## config.mk

```make
export PLATFORM = sky130hd
export DESIGN_NAME = nibble_bank_mapper
export DESIGN_NICKNAME = d
export VERILOG_FILES = /design/src/rtl/nbm_pkg.sv /design/src/rtl/nbm_wr_decode.sv /design/src/rtl/nbm_bank_regs.sv /design/src/rtl/nbm_window_map.sv /design/src/rtl/nibble_bank_mapper.sv
export SDC_FILE = /design/constraint.sdc
export NUM_CORES = 1
export LEC_CHECK = 0
export ABC_CLOCK_PERIOD_IN_PS = 3100
export BUFFER_PORTS_ARGS = -buffer_cell sky130_fd_sc_hd__buf_2
export CAP_MARGIN = 20
export CORE_AREA = 4 4 98 100
export CTS_CLUSTER_DIAMETER = 200
export DETAILED_ROUTE_END_ITERATION = 16
export DIE_AREA = 0 0 102 104
export GPL_TIMING_DRIVEN = 1
export PLACE_DENSITY = 0.73
export SYNTH_ARGS = -nofsm -noshare
export SYNTH_HDL_FRONTEND = slang
export SYNTH_SLANG_ARGS = --single-unit
```

## constraint.sdc

```tcl
create_clock -name clk -period 3.1 [get_ports clk]
set_clock_uncertainty 0.2 [all_clocks]
set_input_delay 0.62 -clock clk [delete_from_list [all_inputs] [get_ports clk]]
set_output_delay 0.62 -clock clk [all_outputs]
set_load 0.01 [all_outputs]
```

## src/rtl/nbm_pkg.sv

```systemverilog
package nbm_pkg;
    localparam int NUM_PRG_REGS = 3;
    localparam int NUM_CHR_REGS = 8;
    localparam int NUM_REGS     = NUM_PRG_REGS + NUM_CHR_REGS;
    localparam int BANK_W       = 8;
    localparam int IDX_W        = 4;

    typedef enum logic [1:0] {
        MIR_HORZ = 2'd0,
        MIR_VERT = 2'd1,
        MIR_FOUR = 2'd2
    } mirror_e;

    typedef struct packed {
        logic             valid;
        logic [IDX_W-1:0] idx;
        logic             hi;
    } reg_wr_t;

    typedef struct packed {
        logic       valid;
        logic [1:0] sel;
    } mir_wr_t;

    typedef logic [NUM_REGS-1:0][BANK_W-1:0] bank_arr_t;

    typedef struct packed {
        bank_arr_t bank;
        mirror_e   mir;
    } state_t;
endpackage

```

## src/rtl/nbm_wr_decode.sv

```systemverilog
module nbm_wr_decode
    import nbm_pkg::*;
(
    input  logic [15:0] cpu_addr,
    input  logic [1:0]  sel_bits,
    input  logic        cpu_we,
    output reg_wr_t     reg_wr,
    output mir_wr_t     mir_wr
);
    logic [3:0] region;
    logic       row_zero;
    logic       slot;

    always_comb begin
        region   = cpu_addr[15:12];
        row_zero = (cpu_addr[11:2] == 10'd0);
        slot     = cpu_addr[1];
        reg_wr   = '0;
        mir_wr   = '0;
        if (cpu_we && row_zero) begin
            case (region)
                4'h8: begin
                    reg_wr.valid = 1'b1;
                    reg_wr.idx   = {3'b000, slot};
                    reg_wr.hi    = cpu_addr[0];
                end
                4'h9: begin
                    if (!slot) begin
                        reg_wr.valid = 1'b1;
                        reg_wr.idx   = 4'd2;
                        reg_wr.hi    = cpu_addr[0];
                    end
                end
                4'hA, 4'hB, 4'hC, 4'hD: begin
                    reg_wr.valid = 1'b1;
                    reg_wr.idx   = 4'd3 + {region[2:0] - 3'd2, slot};
                    reg_wr.hi    = cpu_addr[0];
                end
                4'hF: begin
                    if (cpu_addr[1:0] == 2'b10) begin
                        mir_wr.valid = 1'b1;
                        mir_wr.sel   = sel_bits;
                    end
                end
                default: ;
            endcase
        end
    end
endmodule

```

## src/rtl/nbm_bank_regs.sv

```systemverilog
module nbm_bank_regs
    import nbm_pkg::*;
#(
    parameter int PRG_BANK_BITS = 5
) (
    input  logic        clk,
    input  logic        rst_n,
    input  reg_wr_t     reg_wr,
    input  mir_wr_t     mir_wr,
    input  logic [7:0]  wdata,
    output bank_arr_t   bank,
    output mirror_e     mirror
);
    localparam int PRG_BANKS = 1 << PRG_BANK_BITS;
    localparam logic [BANK_W-1:0] PENULT_BANK = BANK_W'(PRG_BANKS - 2);
    localparam logic [7:0] LO_KEEP = 8'h0F;
    localparam logic [7:0] HI_KEEP = 8'hF0;

    function automatic state_t reset_state();
        state_t s;
        s.bank    = '0;
        s.bank[2] = PENULT_BANK;
        s.mir     = MIR_HORZ;
        return s;
    endfunction

    localparam state_t RST_STATE = reset_state();

    state_t      st_d, st_q;
    logic [7:0]  nib_d;

    always_comb begin
        st_d  = st_q;
        nib_d = wdata & LO_KEEP;
        if (reg_wr.valid) begin
            for (int i = 0; i < NUM_REGS; i++) begin
                if (reg_wr.idx == IDX_W'(i)) begin
                    if (reg_wr.hi)
                        st_d.bank[i] = (st_q.bank[i] & LO_KEEP) | (nib_d << 4);
                    else
                        st_d.bank[i] = (st_q.bank[i] & HI_KEEP) | nib_d;
                end
            end
        end
        if (mir_wr.valid) begin
            case (mir_wr.sel)
                2'd0:    st_d.mir = MIR_HORZ;
                2'd1:    st_d.mir = MIR_VERT;
                default: st_d.mir = MIR_FOUR;
            endcase
        end
    end

    always_ff @(posedge clk or negedge rst_n) begin
        if (!rst_n) st_q <= RST_STATE;
        else        st_q <= st_d;
    end

    assign bank   = st_q.bank;
    assign mirror = st_q.mir;
endmodule

```

## src/rtl/nbm_window_map.sv

```systemverilog
module nbm_window_map #(
    parameter int WINDOWS   = 8,
    parameter int SEL_W     = 3,
    parameter int BANK_BITS = 8,
    parameter int OFFS_W    = 10
) (
    input  logic [WINDOWS-1:0][7:0]          win_bank,
    input  logic [SEL_W+OFFS_W-1:0]          vaddr,
    output logic [BANK_BITS+OFFS_W-1:0]      paddr
);
    logic [WINDOWS-1:0][BANK_BITS-1:0] wrapped;
    logic [SEL_W-1:0]                  sel;

    for (genvar w = 0; w < WINDOWS; w++) begin : g_wrap
        assign wrapped[w] = win_bank[w][BANK_BITS-1:0];
    end

    always_comb begin
        sel   = vaddr[SEL_W+OFFS_W-1:OFFS_W];
        paddr = {wrapped[sel], vaddr[OFFS_W-1:0]};
    end
endmodule

```

## src/rtl/nibble_bank_mapper.sv

```systemverilog
module nibble_bank_mapper
    import nbm_pkg::*;
#(
    parameter int PRG_BANK_BITS = 5,
    parameter int CHR_BANK_BITS = 8
) (
    input  logic                        clk,
    input  logic                        rst_n,
    input  logic [15:0]                 cpu_addr,
    input  logic [7:0]                  cpu_data,
    input  logic                        cpu_we,
    input  logic [12:0]                 ppu_addr,
    output logic [PRG_BANK_BITS+12:0]   prg_addr,
    output logic [CHR_BANK_BITS+9:0]    chr_addr,
    output logic [1:0]                  mirror_mode
);
    localparam int PRG_BANKS   = 1 << PRG_BANK_BITS;
    localparam int PRG_WINDOWS = 4;

    reg_wr_t   reg_wr;
    mir_wr_t   mir_wr;
    bank_arr_t bank_cur;
    mirror_e   mirror_cur;

    logic [PRG_WINDOWS-1:0][7:0]  prg_win;
    logic [NUM_CHR_REGS-1:0][7:0] chr_win;

    nbm_wr_decode u_dec (
        .cpu_addr (cpu_addr),
        .sel_bits (cpu_data[1:0]),
        .cpu_we   (cpu_we),
        .reg_wr   (reg_wr),
        .mir_wr   (mir_wr)
    );

    nbm_bank_regs #(.PRG_BANK_BITS(PRG_BANK_BITS)) u_regs (
        .clk    (clk),
        .rst_n  (rst_n),
        .reg_wr (reg_wr),
        .mir_wr (mir_wr),
        .wdata  (cpu_data),
        .bank   (bank_cur),
        .mirror (mirror_cur)
    );

    for (genvar p = 0; p < NUM_PRG_REGS; p++) begin : g_prg
        assign prg_win[p] = bank_cur[p];
    end
    assign prg_win[PRG_WINDOWS-1] = 8'(PRG_BANKS - 1);

    for (genvar c = 0; c < NUM_CHR_REGS; c++) begin : g_chr
        assign chr_win[c] = bank_cur[NUM_PRG_REGS + c];
    end

    nbm_window_map #(
        .WINDOWS(PRG_WINDOWS), .SEL_W(2), .BANK_BITS(PRG_BANK_BITS), .OFFS_W(13)
    ) u_prg_map (
        .win_bank (prg_win),
        .vaddr    (cpu_addr[14:0]),
        .paddr    (prg_addr)
    );

    nbm_window_map #(
        .WINDOWS(NUM_CHR_REGS), .SEL_W(3), .BANK_BITS(CHR_BANK_BITS), .OFFS_W(10)
    ) u_chr_map (
        .win_bank (chr_win),
        .vaddr    (ppu_addr),
        .paddr    (chr_addr)
    );

    assign mirror_mode = mirror_cur;
endmodule

```

Word level (Yosys, flattened, before mapping)
Index checks and enable logic that the tools add are counted.
Widths: inputs -> output; s select.
{ "totals": {"reg_bits": 90, "inputBits": 40, "output_inout_bits": 38, "elab_cells": 95} }
{ "op_classes": {"add_sub_neg": 2, "n_lt_le_gt_ge": 2, "eq_ne": 19, "mux": 22, "bitwise": 22, "reduce_logical": 16} }
{ "ops": {"columns": ["op", "count"], "rows": [
  ["$mux 8", 12],
  ["$or 4x8->8", 11],
  ["$or 8x4->8", 11],
  ["$eq 4x4->1 const B", 10],
  ["$bmux 8 s3", 1],
  ["$reduce_and 2->1", 11],
  ["$pmux 6 s3", 1],
  ["$eq 4x3->1 const B", 4],
  ["$mux 6", 2],
  ["$bmux 5 s2", 1],
  ["$logic_not 10->1", 1],
  ["$mux 3", 3],
  ["$eq 4x2->1 const B", 2],
  ["$mux 5", 1],
  ["$add 2x4->4 const A", 1],
  ["$eq 4x1->1 const B", 1],
  ["$logic_not 4->1", 1],
  ["$lt 3x4->1 const B", 1],
  ["$pmux 2 s2", 1],
  ["$reduce_or 4->1", 1],
  ["$lt 2x3->1 const B", 1],
  ["$sub 3x2->3 const B", 1],
  ["$eq 2x1->1 const B", 1],
  ["$eq 2x2->1 const B", 1],
  ["2 further kinds", 2]
]} }

Logic depth before layout (Yosys ltp)
{ "depth": {"word_depth": 6, "depth_mapped": 9, "depth_no_buf": 7} }

Modules after synthesis
Synthesis repeated with hierarchy kept, for this count alone.
{ "hier_totals": {"hier_cells": 316, "hier_area_um2": 4668.2} }
{ "by_module_without_submodules": {"columns": ["mod", "instances", "cells_per_inst", "area_per_inst_um2", "seq_area_each_um2"], "rows": [
  ["nbm_bank_regs", 1, 223, 3565.9, 2257.2],
  ["nbm_window_map at u_chr_map", 1, 39, 625.6, 0.0],
  ["nbm_wr_decode", 1, 33, 247.7, 0.0],
  ["nbm_window_map at u_prg_map", 1, 19, 221.5, 0.0],
  ["nibble_bank_mapper", 1, 2, 7.5, 0.0]
]} }

Worst setup path after synthesis
Ideal clock, no wire load.
{ "synth_timing": {"path_kind": "input -> register", "from": "in cpu_addr[1]", "to": "reg u_regs.st_q, in the netlist u_regs.bank[25]", "arrival_time_ns": 2.914, "path_slack_ns": -0.139, "cell_stages": 8, "path_buffers": 1, "cell_sequence": "clkbuf_1 > inv_1 > ha_1 > or3b_1 > o211ai_1 > nor4b_2 > nor4b_4 > mux2_2"} }
{ "synth_via": {"elab_chain_len": 5} }
{ "synth_rtl": {"columns": ["item", "line_no", "text"], "rows": [
  ["from (decl)", "nibble_bank_mapper.sv:9", "input logic [15:0] cpu_addr,"],
  ["$add 2x4->4 or $mux 6 (tied branches)", "nbm_wr_decode.sv:36, nbm_wr_decode.sv:28", null],
  ["$pmux 6 s3 *", "nbm_wr_decode.sv:21", "case (region)"],
  ["$mux 6 *", "nbm_wr_decode.sv:20", "if (cpu_we && row_zero) begin"],
  ["$eq 4x2->1", "nbm_bank_regs.sv:37", "if (reg_wr.idx == IDX_W'(i)) begin"],
  ["$reduce_and 2->1 (no line)", null, null],
  ["to (signal assigned)", "nbm_bank_regs.sv:56", "else st_q <= st_d;"],
  ["to (decl)", "nbm_bank_regs.sv:29", "state_t st_d, st_q;"]
]} }
Mark *: on every way between the ends. The rest lies on a longest branch, timed or not.
A chain may end at the register's enable or synchronous reset.

Worst setup path in the final report
{ "layout_timing": {"from": "in ppu_addr[10]", "to": "out chr_addr[11]"} }
{ "layout_via": {"elab_chain_len": 2} }
{ "layout_rtl": {"columns": ["item", "line_no", "text"], "rows": [
  ["from (decl)", "nibble_bank_mapper.sv:12", "input logic [12:0] ppu_addr,"],
  ["$bmux 8 s3", "nbm_window_map.sv:20", "paddr = {wrapped[sel], vaddr[OFFS_W-1:0]};"],
  ["$mux 8 (not written as such)", "nbm_window_map.sv:20", null],
  ["to (decl)", "nibble_bank_mapper.sv:14", "output logic [CHR_BANK_BITS+9:0] chr_addr,"]
]} }
No other way between the ends. The select of a mux whose other input is x is not followed.

==> metrics.yaml <==
power:
  power.share.clock_pct: 40.4
  p_sw_mw: 0.483
  seq_power_share_pct: 50.9
  p_sw_share_pct: 23.3
  leakage_nw: 2.37
  p_comb_share_pct: 8.7
  power.density_nw_per_um2: 417
  ir_worst_vdd_uv: 346
  p_int_mw: 1.59
cells_and_area:
  area_growth_pct: 12.2
  nFillCells: 736
  drive_gt1_share_pct: 48.9
  nNetsFinal: 440
  antenna_cells: 0
  final_util_pct: 57.3
logic_synthesis:
  yosysWarnings: 0
  yosys.cell_count.top_type: "dfrtp_1"
  avgSynthCellArea_um2: 12.4
  synth_top_area_cell: "dfrtp_1"
  ys_seq_area_share_pct: 45.8
  synth_area_um2: 4430
  ys_top_cells_by_area: "dfrtp_1 (43%), mux2_2 (19%), mux4_2 (8.1%)"
  async_reset_ff_share_pct: 100
  synth_top_area_share_pct: 43.5
  yosysUniqueCellTypes: 51
  synthTopCellsByCount: "dfrtp_1 (77), mux2_2 (75), o21ai_0 (27)"
  synth-edff-count: 0
  synth-seq-cells: 81
  syn_nets: 398
  postSynthCellCount: 357
  synthFlopType: "dfrtp_1"
global_route:
  grt_usage_pct: 19.1
  antenna_found_initial: 0
  grt_pass1_wl_um: 16000
  grt_start_max_net_pins: 43
  overflow: 0
  grt_pass1_vias: 3127
floorplan:
  rows: 34
  die_x_um: 102
  start_util_pct: 51.1
  ios: 78
  core-area_um2: 8680
  die_h_um: 104
  dieArea_um2: 10600
routing:
  viasPerCell: 5.93
  final_antenna_net_count: 0
  wl_per_cell_um: 18.8
  drtPass1Iterations: 4
  finalWirelength_um: 9590
  drc: 0
  drt_iter0_markers: 235
  dr_total_vias: 3029
timing:
  fin_hold_ws_ns: 0.0311
  fin_tns_setup_ns: 0
  rsz0062_at_grt: "false"
  slew_viol_final: 0
  finalCriticalPeriod_ns: 2.71
  layout_setup_ws_ns: 0.387
  setup_violations: 0
  tightest_slew_ns: 0.625
  period_share_pct: 87.5
  hold_viol: 0
  max_freq_mhz: 369
  maxSlewHeadroom_pct: 58.0
clocking:
  cts_made_buffers: 9
  clkTransAtPathRegs_ns: 0.08
  clock-sinks: 81
  cts_max_level: 3
  hold_buffers: 0
  cts_tree: "done"
  clockBufferDepth: 2
  cts-root-buf: "clkbuf_8"
  cts_resized: 0
  post_cts_buffers: 0
  clk_latency_ns: 0.34
critical_path:
  worst_ep_required_time_ns: 2.28
  rr_startpoint: "u_regs.bank[81]"
  r2r_end: "u_regs.bank[81]"
  path_class: "in -> out"
  endpoint_kind: "primary output"
  crit_path_start_kind: "input port"
  reg2reg_depth: 1
  cp_max_fo: 16
  rrSetupSlack_ns: 2.13
  critPathArrivalTime_ns: 1.89
placement:
  place.gp.congestion: 0.855
  dp_slack_ns: 0.0842
  portBuffers: 53
  hpwl_um: 7000
job:
  maxCapViolations: 0
status:
  status: "finished, final reports clean"
worst_hold_path:
  hold_path_class: "in -> async"
how the worst max path moves through the flow:
stage                 start         endpoint  cells past startpoint
3_3_place_gp    cpu_addr[1]  u_regs.bank[26]                      8
2_1_floorplan   cpu_addr[1]  u_regs.bank[25]                      8
5_1_grt        ppu_addr[10]     chr_addr[11]                      5
6_report       ppu_addr[10]     chr_addr[11]                      5
3_5_place_dp    cpu_addr[1]  u_regs.bank[24]                      8
4_1_cts        ppu_addr[10]     chr_addr[11]                      5
cells in the final DEF, fill, tap and decap left out, drive strengths merged, types with 3 or more instances in the layout:
master / instances
clkbuf: 10
nor4: 4
o21ai: 27
a21o: 3
a21oi: 3
nor2b: 3
and4: 3
mux2: 75
nor4b: 5
dfstp: 4
nand4: 3
dfrtp: 77
or4b: 3
mux4: 16
buf: 73
inv: 6
nor2: 3
nor3b: 4
nand2: 25
nor3: 5
o22a: 5
nand3: 8
and2: 4
o211ai: 4
nand3b: 3
cell type report:
type	count	area [um^2]	share of cell area (%)
Multi-Input combinational cell	229	2140	43.0
Sequential cell	81	2030	40.9
Timing Repair Buffer	73	430	8.66
Clock buffer	10	138	2.77
Tap cell	108	135	2.72
Clock inverter	5	78.8	1.59
Inverter	5	18.8	0.377
kinds of logic after synthesis:
kind of cell / Yosys count / share of synthesized area [%]
AO/OA/AOI/OAI: 53 / 7.93
XOR/XNOR: 1 / 0.198
adder cells (fa/ha/maj): 1 / 0.282
buffers and inverters: 47 / 6.10
flip-flops: 81 / 45.8
multiplexers: 91 / 27.2
AND/OR/NAND/NOR: 83 / 12.5
worst max-delay path, stage by stage:
cell and delay [ns]:
buf_2 0.10, buf_12 0.18, mux4_2 0.55, mux2_2 0.29, buf_2 0.14
power by group through the flow:
stage          clock [mW]  sequential, mW  combinational, mW
2_1_floorplan           0            1.08              0.118
3_3_place_gp            0            1.08              0.178
3_5_place_dp            0            1.08              0.181
4_1_cts             0.856            1.06              0.182
5_1_grt             0.906            1.06              0.199
6_report            0.838            1.06              0.181
registers in the layout, summed over array words and instances, names as in the netlist:
name and cells:
u_regs.bank 79, u_regs.mirror 2
metal layers:
metal / track usage, % / vias to the layer above / wire length [um]
li1: - / 1398 / -
met1: 27.0 / 1532 / 4320
met5: 0 / - / 0
met4: 4.03 / 0 / 95
met2: 29.9 / 85 / 4730
met3: 4.83 / 14 / 445
through the flow:
stage,instance area [um^2],instances,power [mW]
after floorplan,4440,357,1.20
after global placement,4760,496,1.26
after detailed placement,4760,496,1.26
after CTS,4970,511,2.09
after global routing,4970,511,2.16
final,4970,511,2.08
No activity file was read; power rests on OpenSTA's default activity.
